## src/rtl/dsc_pkg.sv

```systemverilog
// Package: shared types and layout tables for the descriptor sequencer.
// Assumes descriptor words are word addressed and at most four per descriptor.
package dsc_pkg;

    typedef enum logic [1:0] {
        MODE_RING  = 2'd0,
        MODE_LIST  = 2'd1,
        MODE_ARRAY = 2'd2,
        MODE_FULL  = 2'd3
    } dsc_mode_e;

    typedef enum logic [1:0] {
        ROLE_LINK = 2'd0,
        ROLE_ADDR = 2'd1,
        ROLE_LEN  = 2'd2,
        ROLE_CFG  = 2'd3
    } dsc_role_e;

    typedef enum logic [1:0] {
        WK_IDLE  = 2'd0,
        WK_ISSUE = 2'd1,
        WK_WAIT  = 2'd2,
        WK_XFER  = 2'd3
    } walk_st_e;

    typedef enum logic [1:0] {
        RP_IDLE = 2'd0,
        RP_REQ  = 2'd1,
        RP_WAIT = 2'd2
    } rdp_st_e;

    // Configuration bit positions
    localparam int CFG_LAST_BIT = 0;
    localparam int CFG_END_BIT  = 1;
    localparam int CFG_FRAC_LO  = 2;

    localparam logic [1:0] FRAC_HALF    = 2'b01;
    localparam logic [1:0] FRAC_QUARTER = 2'b10;

    // Index of the final word of a descriptor in the given layout
    function automatic logic [1:0] last_word_idx(dsc_mode_e m);
        case (m)
            MODE_RING:  return 2'd1;
            MODE_LIST:  return 2'd3;
            MODE_ARRAY: return 2'd0;
            default:    return 2'd3;
        endcase
    endfunction

    // Meaning of descriptor word idx in the given layout
    function automatic dsc_role_e role_of(dsc_mode_e m, logic [1:0] idx);
        dsc_role_e r;
        r = ROLE_ADDR;
        case (m)
            MODE_RING:  r = (idx == 2'd0) ? ROLE_LINK : ROLE_ADDR;
            MODE_LIST:  r = dsc_role_e'(idx);
            MODE_ARRAY: r = ROLE_ADDR;
            default: begin
                case (idx)
                    2'd0:    r = ROLE_CFG;
                    2'd1:    r = ROLE_LINK;
                    2'd2:    r = ROLE_ADDR;
                    default: r = ROLE_LEN;
                endcase
            end
        endcase
        return r;
    endfunction

endpackage

```

## src/rtl/dsc_rd_port.sv

```systemverilog
// Module: dsc_rd_port
// Turns a one-cycle issue strobe into a valid/ready read request and
// returns the response word as a one-cycle strobe. Holds exactly one read
// in flight. Assumes issue is only raised while port_idle is high.
module dsc_rd_port
    import dsc_pkg::*;
#(
    parameter int AW = 16,
    parameter int DW = 32
) (
    input  logic          clk,
    input  logic          rst_n,
    input  logic          issue,
    input  logic [AW-1:0] issue_addr,
    output logic          port_idle,
    output logic          mem_req_valid,
    output logic [AW-1:0] mem_req_addr,
    input  logic          mem_req_ready,
    input  logic          mem_rsp_valid,
    input  logic [DW-1:0] mem_rsp_data,
    output logic          word_valid,
    output logic [DW-1:0] word_data
);

    rdp_st_e       st_q;
    logic [AW-1:0] addr_q;

    // Request/response state and latched address
    always_ff @(posedge clk) begin
        if (!rst_n) begin
            st_q   <= RP_IDLE;
            addr_q <= '0;
        end else begin
            case (st_q)
                RP_IDLE: begin
                    if (issue) begin
                        addr_q <= issue_addr;
                        st_q   <= RP_REQ;
                    end
                end
                RP_REQ: begin
                    if (mem_req_ready) begin
                        st_q <= RP_WAIT;
                    end
                end
                RP_WAIT: begin
                    if (mem_rsp_valid) begin
                        st_q <= RP_IDLE;
                    end
                end
                default: st_q <= RP_IDLE;
            endcase
        end
    end

    // Port outputs derived from state
    always_comb begin
        port_idle     = (st_q == RP_IDLE);
        mem_req_valid = (st_q == RP_REQ);
        mem_req_addr  = addr_q;
        word_valid    = (st_q == RP_WAIT) && mem_rsp_valid;
        word_data     = mem_rsp_data;
    end

endmodule

```

## src/rtl/dsc_walker.sv

```systemverilog
// Module: dsc_walker
// Descriptor walking state machine: fetches the words of one descriptor,
// sorts them into fields by layout, presents the transfer and, on the
// engine's done pulse, follows the link, steps the array or stops.
// Assumes the read port is idle whenever the walker is in WK_ISSUE.
module dsc_walker
    import dsc_pkg::*;
#(
    parameter int AW = 16,
    parameter int DW = 32,
    parameter int LW = 16,
    parameter int CW = 8,
    parameter int NW = 8
) (
    input  logic          clk,
    input  logic          rst_n,
    input  logic [1:0]    cfg_mode,
    input  logic          start,
    input  logic [AW-1:0] first_ptr,
    input  logic [LW-1:0] shadow_len,
    input  logic [CW-1:0] shadow_cfg,
    input  logic [NW-1:0] arr_count,
    output logic          rd_issue,
    output logic [AW-1:0] rd_addr,
    input  logic          rd_word_valid,
    input  logic [DW-1:0] rd_word_data,
    output logic          xfer_valid,
    output logic [AW-1:0] xfer_addr,
    output logic [LW-1:0] xfer_len,
    output logic [CW-1:0] xfer_cfg,
    input  logic          eng_done,
    output logic          irq_buf,
    output logic          irq_done,
    output logic          busy
);

    walk_st_e      st_q;
    dsc_mode_e     mode_q;
    logic [AW-1:0] ptr_q;
    logic [AW-1:0] link_q;
    logic [AW-1:0] addr_q;
    logic [LW-1:0] len_q;
    logic [CW-1:0] cfg_q;
    logic [1:0]    widx_q;
    logic [NW-1:0] aidx_q;
    logic          irq_buf_q;
    logic          irq_done_q;
    logic          is_last;
    dsc_role_e     cur_role;

    // Decode of the current word's role and of end-of-chain
    always_comb begin
        cur_role = role_of(mode_q, widx_q);
        is_last  = cfg_q[CFG_LAST_BIT] ||
                   ((mode_q == MODE_ARRAY) && (aidx_q == arr_count - NW'(1)));
    end

    // Walk sequencing, field capture and interrupt pulses
    always_ff @(posedge clk) begin
        if (!rst_n) begin
            st_q       <= WK_IDLE;
            mode_q     <= MODE_RING;
            ptr_q      <= '0;
            link_q     <= '0;
            addr_q     <= '0;
            len_q      <= '0;
            cfg_q      <= '0;
            widx_q     <= '0;
            aidx_q     <= '0;
            irq_buf_q  <= 1'b0;
            irq_done_q <= 1'b0;
        end else begin
            irq_buf_q  <= 1'b0;
            irq_done_q <= 1'b0;
            case (st_q)
                WK_IDLE: begin
                    if (start) begin
                        mode_q <= dsc_mode_e'(cfg_mode);
                        ptr_q  <= first_ptr;
                        widx_q <= '0;
                        aidx_q <= '0;
                        len_q  <= shadow_len;
                        cfg_q  <= shadow_cfg;
                        st_q   <= WK_ISSUE;
                    end
                end
                WK_ISSUE: begin
                    st_q <= WK_WAIT;
                end
                WK_WAIT: begin
                    if (rd_word_valid) begin
                        case (cur_role)
                            ROLE_LINK: link_q <= rd_word_data[AW-1:0];
                            ROLE_ADDR: addr_q <= rd_word_data[AW-1:0];
                            ROLE_LEN:  len_q  <= rd_word_data[LW-1:0];
                            default:   cfg_q  <= rd_word_data[CW-1:0];
                        endcase
                        if (widx_q == last_word_idx(mode_q)) begin
                            widx_q <= '0;
                            st_q   <= WK_XFER;
                        end else begin
                            widx_q <= widx_q + 2'd1;
                            st_q   <= WK_ISSUE;
                        end
                    end
                end
                WK_XFER: begin
                    if (eng_done) begin
                        irq_buf_q <= cfg_q[CFG_END_BIT];
                        if (is_last) begin
                            irq_done_q <= 1'b1;
                            st_q       <= WK_IDLE;
                        end else begin
                            ptr_q  <= (mode_q == MODE_ARRAY) ? ptr_q + AW'(1) : link_q;
                            aidx_q <= aidx_q + NW'(1);
                            len_q  <= shadow_len;
                            cfg_q  <= shadow_cfg;
                            st_q   <= WK_ISSUE;
                        end
                    end
                end
                default: st_q <= WK_IDLE;
            endcase
        end
    end

    // Outputs toward the read port, the engine and the interrupt lines
    always_comb begin
        rd_issue   = (st_q == WK_ISSUE);
        rd_addr    = ptr_q + AW'(widx_q);
        xfer_valid = (st_q == WK_XFER);
        xfer_addr  = addr_q;
        xfer_len   = len_q;
        xfer_cfg   = cfg_q;
        irq_buf    = irq_buf_q;
        irq_done   = irq_done_q;
        busy       = (st_q != WK_IDLE);
    end

endmodule

```

## src/rtl/dsc_frac_irq.sv

```systemverilog
// Module: dsc_frac_irq
// Counts engine beats during a transfer and pulses at the half point or
// the three quarter points of the buffer length. Counting restarts
// whenever no transfer is active. Assumes len and sel stay stable while
// active is high.
module dsc_frac_irq
    import dsc_pkg::*;
#(
    parameter int LW = 16
) (
    input  logic          clk,
    input  logic          rst_n,
    input  logic          active,
    input  logic          beat,
    input  logic [LW-1:0] len,
    input  logic [1:0]    sel,
    output logic          irq_frac
);

    logic [LW-1:0] cnt_q;
    logic [1:0]    hit_q;
    logic          irq_q;
    logic [LW-1:0] step;
    logic [LW-1:0] mark;
    logic [1:0]    max_hits;
    logic [LW-1:0] cnt_nxt;

    // Step size, number of marks and the position of the next mark
    always_comb begin
        step     = (sel == FRAC_HALF) ? (len >> 1) : (len >> 2);
        max_hits = (sel == FRAC_HALF)    ? 2'd1 :
                   (sel == FRAC_QUARTER) ? 2'd3 : 2'd0;
        mark     = step;
        if (hit_q >= 2'd1) mark = mark + step;
        if (hit_q >= 2'd2) mark = mark + step;
        cnt_nxt  = cnt_q + LW'(1);
    end

    // Beat counter and registered mark pulse
    always_ff @(posedge clk) begin
        if (!rst_n) begin
            cnt_q <= '0;
            hit_q <= '0;
            irq_q <= 1'b0;
        end else begin
            irq_q <= 1'b0;
            if (!active) begin
                cnt_q <= '0;
                hit_q <= '0;
            end else if (beat) begin
                cnt_q <= cnt_nxt;
                if ((hit_q < max_hits) && (step != '0) && (cnt_nxt == mark)) begin
                    irq_q <= 1'b1;
                    hit_q <= hit_q + 2'd1;
                end
            end
        end
    end

    assign irq_frac = irq_q;

endmodule

```

## src/rtl/dsc_fetch_seq.sv

```systemverilog
// Module: dsc_fetch_seq (top)
// DMA descriptor fetch sequencer: joins the read port, the descriptor
// walker and the fractional interrupt counter. Assumes the data engine
// pulses eng_beat once per moved word and eng_done once per transfer.
module dsc_fetch_seq
    import dsc_pkg::*;
#(
    parameter int AW = 16,
    parameter int DW = 32,
    parameter int LW = 16,
    parameter int CW = 8,
    parameter int NW = 8
) (
    input  logic          clk,
    input  logic          rst_n,
    input  logic [1:0]    cfg_mode,
    input  logic          start,
    input  logic [AW-1:0] first_ptr,
    input  logic [LW-1:0] shadow_len,
    input  logic [CW-1:0] shadow_cfg,
    input  logic [NW-1:0] arr_count,
    output logic          mem_req_valid,
    output logic [AW-1:0] mem_req_addr,
    input  logic          mem_req_ready,
    input  logic          mem_rsp_valid,
    input  logic [DW-1:0] mem_rsp_data,
    output logic          xfer_valid,
    output logic [AW-1:0] xfer_addr,
    output logic [LW-1:0] xfer_len,
    output logic [CW-1:0] xfer_cfg,
    input  logic          eng_beat,
    input  logic          eng_done,
    output logic          irq_frac,
    output logic          irq_buf,
    output logic          irq_done,
    output logic          busy
);

    logic          rd_issue;
    logic [AW-1:0] rd_addr;
    logic          rd_idle;
    logic          rd_word_valid;
    logic [DW-1:0] rd_word_data;

    dsc_rd_port #(.AW(AW), .DW(DW)) u_rd_port (
        .clk           (clk),
        .rst_n         (rst_n),
        .issue         (rd_issue),
        .issue_addr    (rd_addr),
        .port_idle     (rd_idle),
        .mem_req_valid (mem_req_valid),
        .mem_req_addr  (mem_req_addr),
        .mem_req_ready (mem_req_ready),
        .mem_rsp_valid (mem_rsp_valid),
        .mem_rsp_data  (mem_rsp_data),
        .word_valid    (rd_word_valid),
        .word_data     (rd_word_data)
    );

    dsc_walker #(.AW(AW), .DW(DW), .LW(LW), .CW(CW), .NW(NW)) u_walker (
        .clk           (clk),
        .rst_n         (rst_n),
        .cfg_mode      (cfg_mode),
        .start         (start),
        .first_ptr     (first_ptr),
        .shadow_len    (shadow_len),
        .shadow_cfg    (shadow_cfg),
        .arr_count     (arr_count),
        .rd_issue      (rd_issue),
        .rd_addr       (rd_addr),
        .rd_word_valid (rd_word_valid),
        .rd_word_data  (rd_word_data),
        .xfer_valid    (xfer_valid),
        .xfer_addr     (xfer_addr),
        .xfer_len      (xfer_len),
        .xfer_cfg      (xfer_cfg),
        .eng_done      (eng_done),
        .irq_buf       (irq_buf),
        .irq_done      (irq_done),
        .busy          (busy)
    );

    dsc_frac_irq #(.LW(LW)) u_frac (
        .clk      (clk),
        .rst_n    (rst_n),
        .active   (xfer_valid),
        .beat     (eng_beat),
        .len      (xfer_len),
        .sel      (xfer_cfg[CFG_FRAC_LO +: 2]),
        .irq_frac (irq_frac)
    );

    // Issue is only legal toward an idle port
    always_comb begin
        if (rst_n && rd_issue) begin
            assert (rd_idle) else $error("read issued to a busy port");
        end
    end

endmodule

```

## config.mk

```make
export PLATFORM = sky130hd
export DESIGN_NAME = dsc_fetch_seq
export DESIGN_NICKNAME = d
export VERILOG_FILES = /design/src/rtl/dsc_pkg.sv /design/src/rtl/dsc_rd_port.sv /design/src/rtl/dsc_walker.sv /design/src/rtl/dsc_frac_irq.sv /design/src/rtl/dsc_fetch_seq.sv
export SDC_FILE = /design/constraint.sdc
export NUM_CORES = 1
export LEC_CHECK = 0
export BUFFER_PORTS_ARGS = -buffer_cell sky130_fd_sc_hd__buf_4
export CAP_MARGIN = 20
export CORE_UTILIZATION = 58
export DETAILED_ROUTE_END_ITERATION = 8
export GPL_TIMING_DRIVEN = 1
export HOLD_SLACK_MARGIN = 0.15
export MAX_ROUTING_LAYER = met4
export PLACE_DENSITY_LB_ADDON = 0.12
export SYNTH_ARGS = -nofsm -noshare
export SYNTH_HDL_FRONTEND = slang
export SYNTH_HIERARCHICAL = 1
export SYNTH_SLANG_ARGS = --single-unit
```

## constraint.sdc

```tcl
create_clock -name clk -period 7.1 [get_ports clk]
set_clock_uncertainty 0.2 [all_clocks]
set_input_delay 2.13 -clock clk [delete_from_list [all_inputs] [get_ports clk]]
set_output_delay 2.13 -clock clk [all_outputs]
set_load 0.03 [all_outputs]
```

Yosys cells after proc, flatten, opt, wreduce, memory -nomap -nowiden. Index checks and enable logic that the tools add are counted.

Input port bits: 89. Output and inout port bits: 62. Bits in registers: 125. Word-level logic and storage cells: 132.

Reduce and logical (&&, ||, !) cells: 30. $add $sub $neg: 9. Muxes and demuxes: 49. Eq/ne operators: 25. $lt $le $gt $ge: 3.

Operators by type and width (count): two-way mux 16 bit (11); two-way mux 8 bit (8); one-hot mux 16 bit (3 select lines) (1); adder 16 x 1 -> 16 bit (second input constant) (2); adder 16 bit (2); one-hot mux 16 bit (2 select lines) (1); two-way mux 2 bit (15); one-hot mux 8 bit (3 select lines) (1); AND reduction 3 bit (7); one-hot mux 2 bit (3 select lines) (3); adder 16 x 2 -> 16 bit (1); == test 16 bit (1); inequality test 2 bit (second input constant) (8); one-hot mux 8 bit (2 select lines) (1); nonzero test 16 bit (1); two-way mux 15 bit (1); == test 2 bit (second input constant) (7); == test 2 x 1 -> 1 bit (second input constant) (6); AND reduction 6 bit (2); zero test 2 bit (5); adder 8 x 1 -> 8 bit (second input constant) (1); == test 8 bit (1); one-hot mux 2 bit (2 select lines) (2); one-hot mux 2 bit (4 select lines) (1); other kinds (15) (27).

Depth between registers and ports, before layout.
Word-level depth: 9. Mapped depth: 18. Gate-level depth less buffers: 16.

Modules after synthesis. Netlist, hierarchy kept.

By module, submodules not included: dsc_walker (sequential area each 1761.7 um^2, cells each 586, instances 1, area each 4840.9 um^2); dsc_frac_irq (sequential area each 380.4 um^2, cells each 376, instances 1, area each 2917.8 um^2); dsc_rd_port (sequential area each 360.3 um^2, cells each 114, instances 1, area each 998.5 um^2).

Worst setup path after synthesis. No wires, ideal clock.

Path type: register to register. Start point: register u_walker.cfg_q[2] (netlist: u_walker/xfer_cfg[2]). End point: register u_frac.hit_q[0]. Path buffers: 3. Setup slack: 1896 ps. Period minus slack after synthesis: 5204 ps. Cell stages (with the launch flop): 17. Required time: 6779 ps. Setup time: 121 ps. Data arrival time: 4883 ps. Cell sequence: dfxtp_1 ha_1 buf_2 buf_1 buf_1 mux2_2 ha_1 and3_1 a221o_1 xor2_1 mux2i_1 xnor2_1 or4_1 or4b_4 nor4b_4 o21ai_1 mux2i_1.

Cells in the longest elaborated chain, start to end: 9. Elaborated cells on any way between the ends: 15. Those cells by class: add/sub (2); order compare (1); eq/ne (3); mux (5); reduce/logical (4).

Ends and longest elaborated chain: start, declared (line dsc_walker.sv:43) `logic [CW-1:0] cfg_q;`; start signal, assigned (line dsc_walker.sv:83) `cfg_q <= shadow_cfg;`; start signal, assigned (line dsc_walker.sv:96) `default: cfg_q <= rd_word_data[CW-1:0];`; start signal, assigned (line dsc_walker.sv:117) `cfg_q <= shadow_cfg;`; == test 2 x 1 -> 1 bit (line dsc_frac_irq.sv:30, dsc_frac_irq.sv:31); two-way mux 15 bit (line dsc_frac_irq.sv:30) `step = (sel == FRAC_HALF) ? (len >> 1) : (len >> 2);`; adder 16 bit (line dsc_frac_irq.sv:34) `if (hit_q >= 2'd1) mark = mark + step;`; two-way mux 16 bit (line dsc_frac_irq.sv:34); adder 16 bit (line dsc_frac_irq.sv:35) `if (hit_q >= 2'd2) mark = mark + step;`; two-way mux 16 bit (line dsc_frac_irq.sv:35); == test 16 bit (line dsc_frac_irq.sv:52) `if ((hit_q < max_hits) && (step != '0) && (cnt_nxt == mark)) begin`; logical AND 1 bit * (line dsc_frac_irq.sv:52); AND reduction 2 bit (no line) *; end signal, assigned (line dsc_frac_irq.sv:54) `hit_q <= hit_q + 2'd1;`; end, declared (line dsc_frac_irq.sv:21) `logic [1:0] hit_q;`.

Mark *: on every way between the ends. The rest lies on a longest branch, timed or not. A chain may end at the register's enable or synchronous reset.

Worst setup path after layout.
Start point: register u_frac.hit_q[1]. End point: register u_frac.irq_q (netlist: u_frac/irq_frac).

Cells in the longest elaborated chain, start to end: 7. Elaborated cells on any way between the ends: 10. Those cells by class: add/sub (1); order compare (3); eq/ne (1); mux (3); reduce/logical (2).

Ends and longest elaborated chain: greater-or-equal comparator 2 x 1 -> 1 bit (line dsc_frac_irq.sv:34); two-way mux 16 bit (line dsc_frac_irq.sv:34); adder 16 bit (line dsc_frac_irq.sv:35); two-way mux 16 bit (line dsc_frac_irq.sv:35); == test 16 bit (line dsc_frac_irq.sv:52); logical AND 1 bit * (line dsc_frac_irq.sv:52); two-way mux 1 bit * (line dsc_frac_irq.sv:52); end signal, assigned (line dsc_frac_irq.sv:44) `irq_q <= 1'b0;`; end signal, assigned (line dsc_frac_irq.sv:46) `irq_q <= 1'b0;`; end signal, assigned (line dsc_frac_irq.sv:53) `irq_q <= 1'b1;`; end, declared (line dsc_frac_irq.sv:22) `logic irq_q;`.

Marks and branches as above.

==> results by group <==
Global route
  • First-pass GRT wire length: 36,200 um
  • Largest net degree at the start of global routing: 67
  • Gr usage total: 31.5%
  • GRT overflow: 0
  • Vias in the first global route: around 7,100
  • Initial antenna violation count: 0

Timing
  • Setup TNS: 0 ns
  • Pins Over Slew Limit: 0
  • Final worst-path cycle share: 67.0%
  • Minimum clock period: 4.75 ns
  • Max Fclk: between 0.2 and 0.25 GHz
  • Measured slew at the worst slew-check pin: 1.06 ns
  • Final setup viols: 0
  • Final hold violation count: 0
  • Setup WS post-layout: about 2.3 ns
  • Slew margin rel.: 29.4%
  • RSZ-0062 raised after global routing: false

Clock network
  • Clk pin slew, worst setup/hold paths: 0.06 ns
  • CTS tree: yes
  • Post-cts repair resize count: 0
  • Clk buf depth: 2
  • Clock sinks: between 100 and 150
  • Hold-fix buffers at CTS: 0
  • Root Driver: clkbuf_16
  • Number of H-tree levels: 4
  • TritonCTS Buffers: 17
  • Setup Buffers After CTS: 0
  • Skew-Pair Late Insertion Delay: roughly 0.43 ns

Die
  • Ports: 151
  • Core Box Area: 14,500 um^2
  • Std cell rows: 44
  • Initial Util: 59.4%
  • Die area: 15,400 um^2
  • Die H: 124 um
  • Chip width: 124 um

Worst setup path
  • CP Launch Point: u_frac/hit_q[1]
  • Worst-path cell chain: inv_1 -> ha_1 -> buf_4 -> mux2i_1 -> mux2i_1 -> inv_1 -> fa_1 -> nor2b_1 -> o311a_1 -> o22ai_1 -> o311ai_1 -> mux2_2 -> nor2_1 -> a211oi_1 -> nor2_1 -> or4_1 -> nor2_1
  • Worst path required time: 7.24 ns
  • RR Startpoint: u_frac/hit_q[1]
  • WP data arrival: 4.90 ns
  • CP max FO: 22
  • Top delay family on crit path: compound AO/OA/AOI/OAI gates
  • Cell repeated most along the worst path: nor2_1
  • Reg2reg setup slack: 2.35 ns
  • Critical Path Max Stage Delay: around 0.59 ns
  • Startpoint types: register
  • CP endpoint kind: register
  • Buf+Inv Stages, Crit Path: 3
  • Setup CP Type: register to register
  • Worst-path cell with the longest stage delay: or4_1

Yosys
  • Ys Warns: 6
  • Synth Cell Area: about 8600 um^2
  • Syn_nets: 1,182
  • Cells after Synth: 1,059
  • Synthesized area per cell: ~8.2 um^2

Job
  • Max cap viols: 0

Worst hold path
  • Hold path start: u_rd_port/mem_req_addr[1]
  • Worst min path class: register to register

Drt
  • Via count: 7,847
  • Iter 0 DRT Violations: between 600 and 700
  • Final wirelength: around 23,000 um
  • Remaining antenna violation count: 0
  • DR vias/cell: 5.87
  • DR DRC count: 0
  • DR WL/cell: between 15 and 20 um
  • TritonRoute pass-1 iters: 6

Placed design
  • Final Wtd Congestion: 0.921
  • Dpl ws: ~2.1 ns
  • Port bufs: 134
  • Detailed placement HPWL: 16,700 um

Final layout
  • Ant diodes: 0
  • Fin nets: 1,262
  • Most common cell after layout, fill and taps aside: buf_4
  • Multi-input logic area: approximately 5600 um^2
  • Register Area: 2500 um^2
  • Area growth from synthesis to layout: 17.7%
  • Share of cells above drive strength 1: 18.6%
  • Most frequent cells in the layout: buf_4 (141), nor2_1 (133), dfxtp_1 (125)
  • FILL cells: approximately 1,200

Power
  • IR drop worst, VDD: 0.000227 V
  • Total power: 3.56 mW
  • Leak pwr: 4.32 nW
  • PwrDens: 350 nW/um^2

Outcome
  • Outcome: finished, final reports clean
final cells by class:
type                       count  share of cell area [%]
clock buffer                  20                    4.40
clock inverter                12                    1.80
inverter                      34                    1.26
multi-input combinational    818                    54.9
sequential                   125                    24.6
tap                          184                    2.27
timing repair buffer         143                    10.7
tightest hold or removal path, cell delays in order, from the launching register on:
cell     delay [ns]
dfxtp_1        0.30
nand2_1        0.05
mux2i_1        0.05
through the flow:
step / utilization, % / hold slack (ns) / area (um^2) / std cells
global placement: 65.4 / 0.240 / 9500 / 1302
detailed placement: 65.4 / 0.245 / 9500 / 1302
finish: 69.9 / 0.257 / 10200 / 1336
floorplan: - / 0.258 / 8630 / 1059
global route: 69.9 / 0.273 / 10200 / 1336
CTS: 69.7 / 0.258 / 10100 / 1334
registers in the layout, indices dropped and copies added, names as in the netlist, 8 cells and up:
register	flops
u_frac/cnt_q	16
u_rd_port/mem_req_addr	16
u_walker/aidx_q	8
u_walker/link_q	16
u_walker/ptr_q	16
u_walker/xfer_addr	16
u_walker/xfer_cfg	8
u_walker/xfer_len	16
final timing paths:
check	endpoint	depth (start not counted)
max	u_frac/irq_frac	17
min	u_rd_port/mem_req_addr[1]	2
max reg2reg	u_frac/irq_frac	17
min reg2reg	u_rd_port/mem_req_addr[1]	2
report_power, final:
part           total, mW  switching (mW)  internal, mW
combinational       1.65           0.973         0.679
sequential         0.970           0.161         0.809
clock              0.935           0.336         0.600
metal layers:
layer / global-route usage (%) / vias to the layer above / routed length [um]
met5: - / - / 0
met4: 10.0 / 0 / 454
met3: 5.82 / 23 / 1620
met2: 45.9 / 290 / 9960
met1: 44.0 / 3624 / 10800
li1: - / 3910 / -
Note: power is estimated with default switching activity, not from simulation.
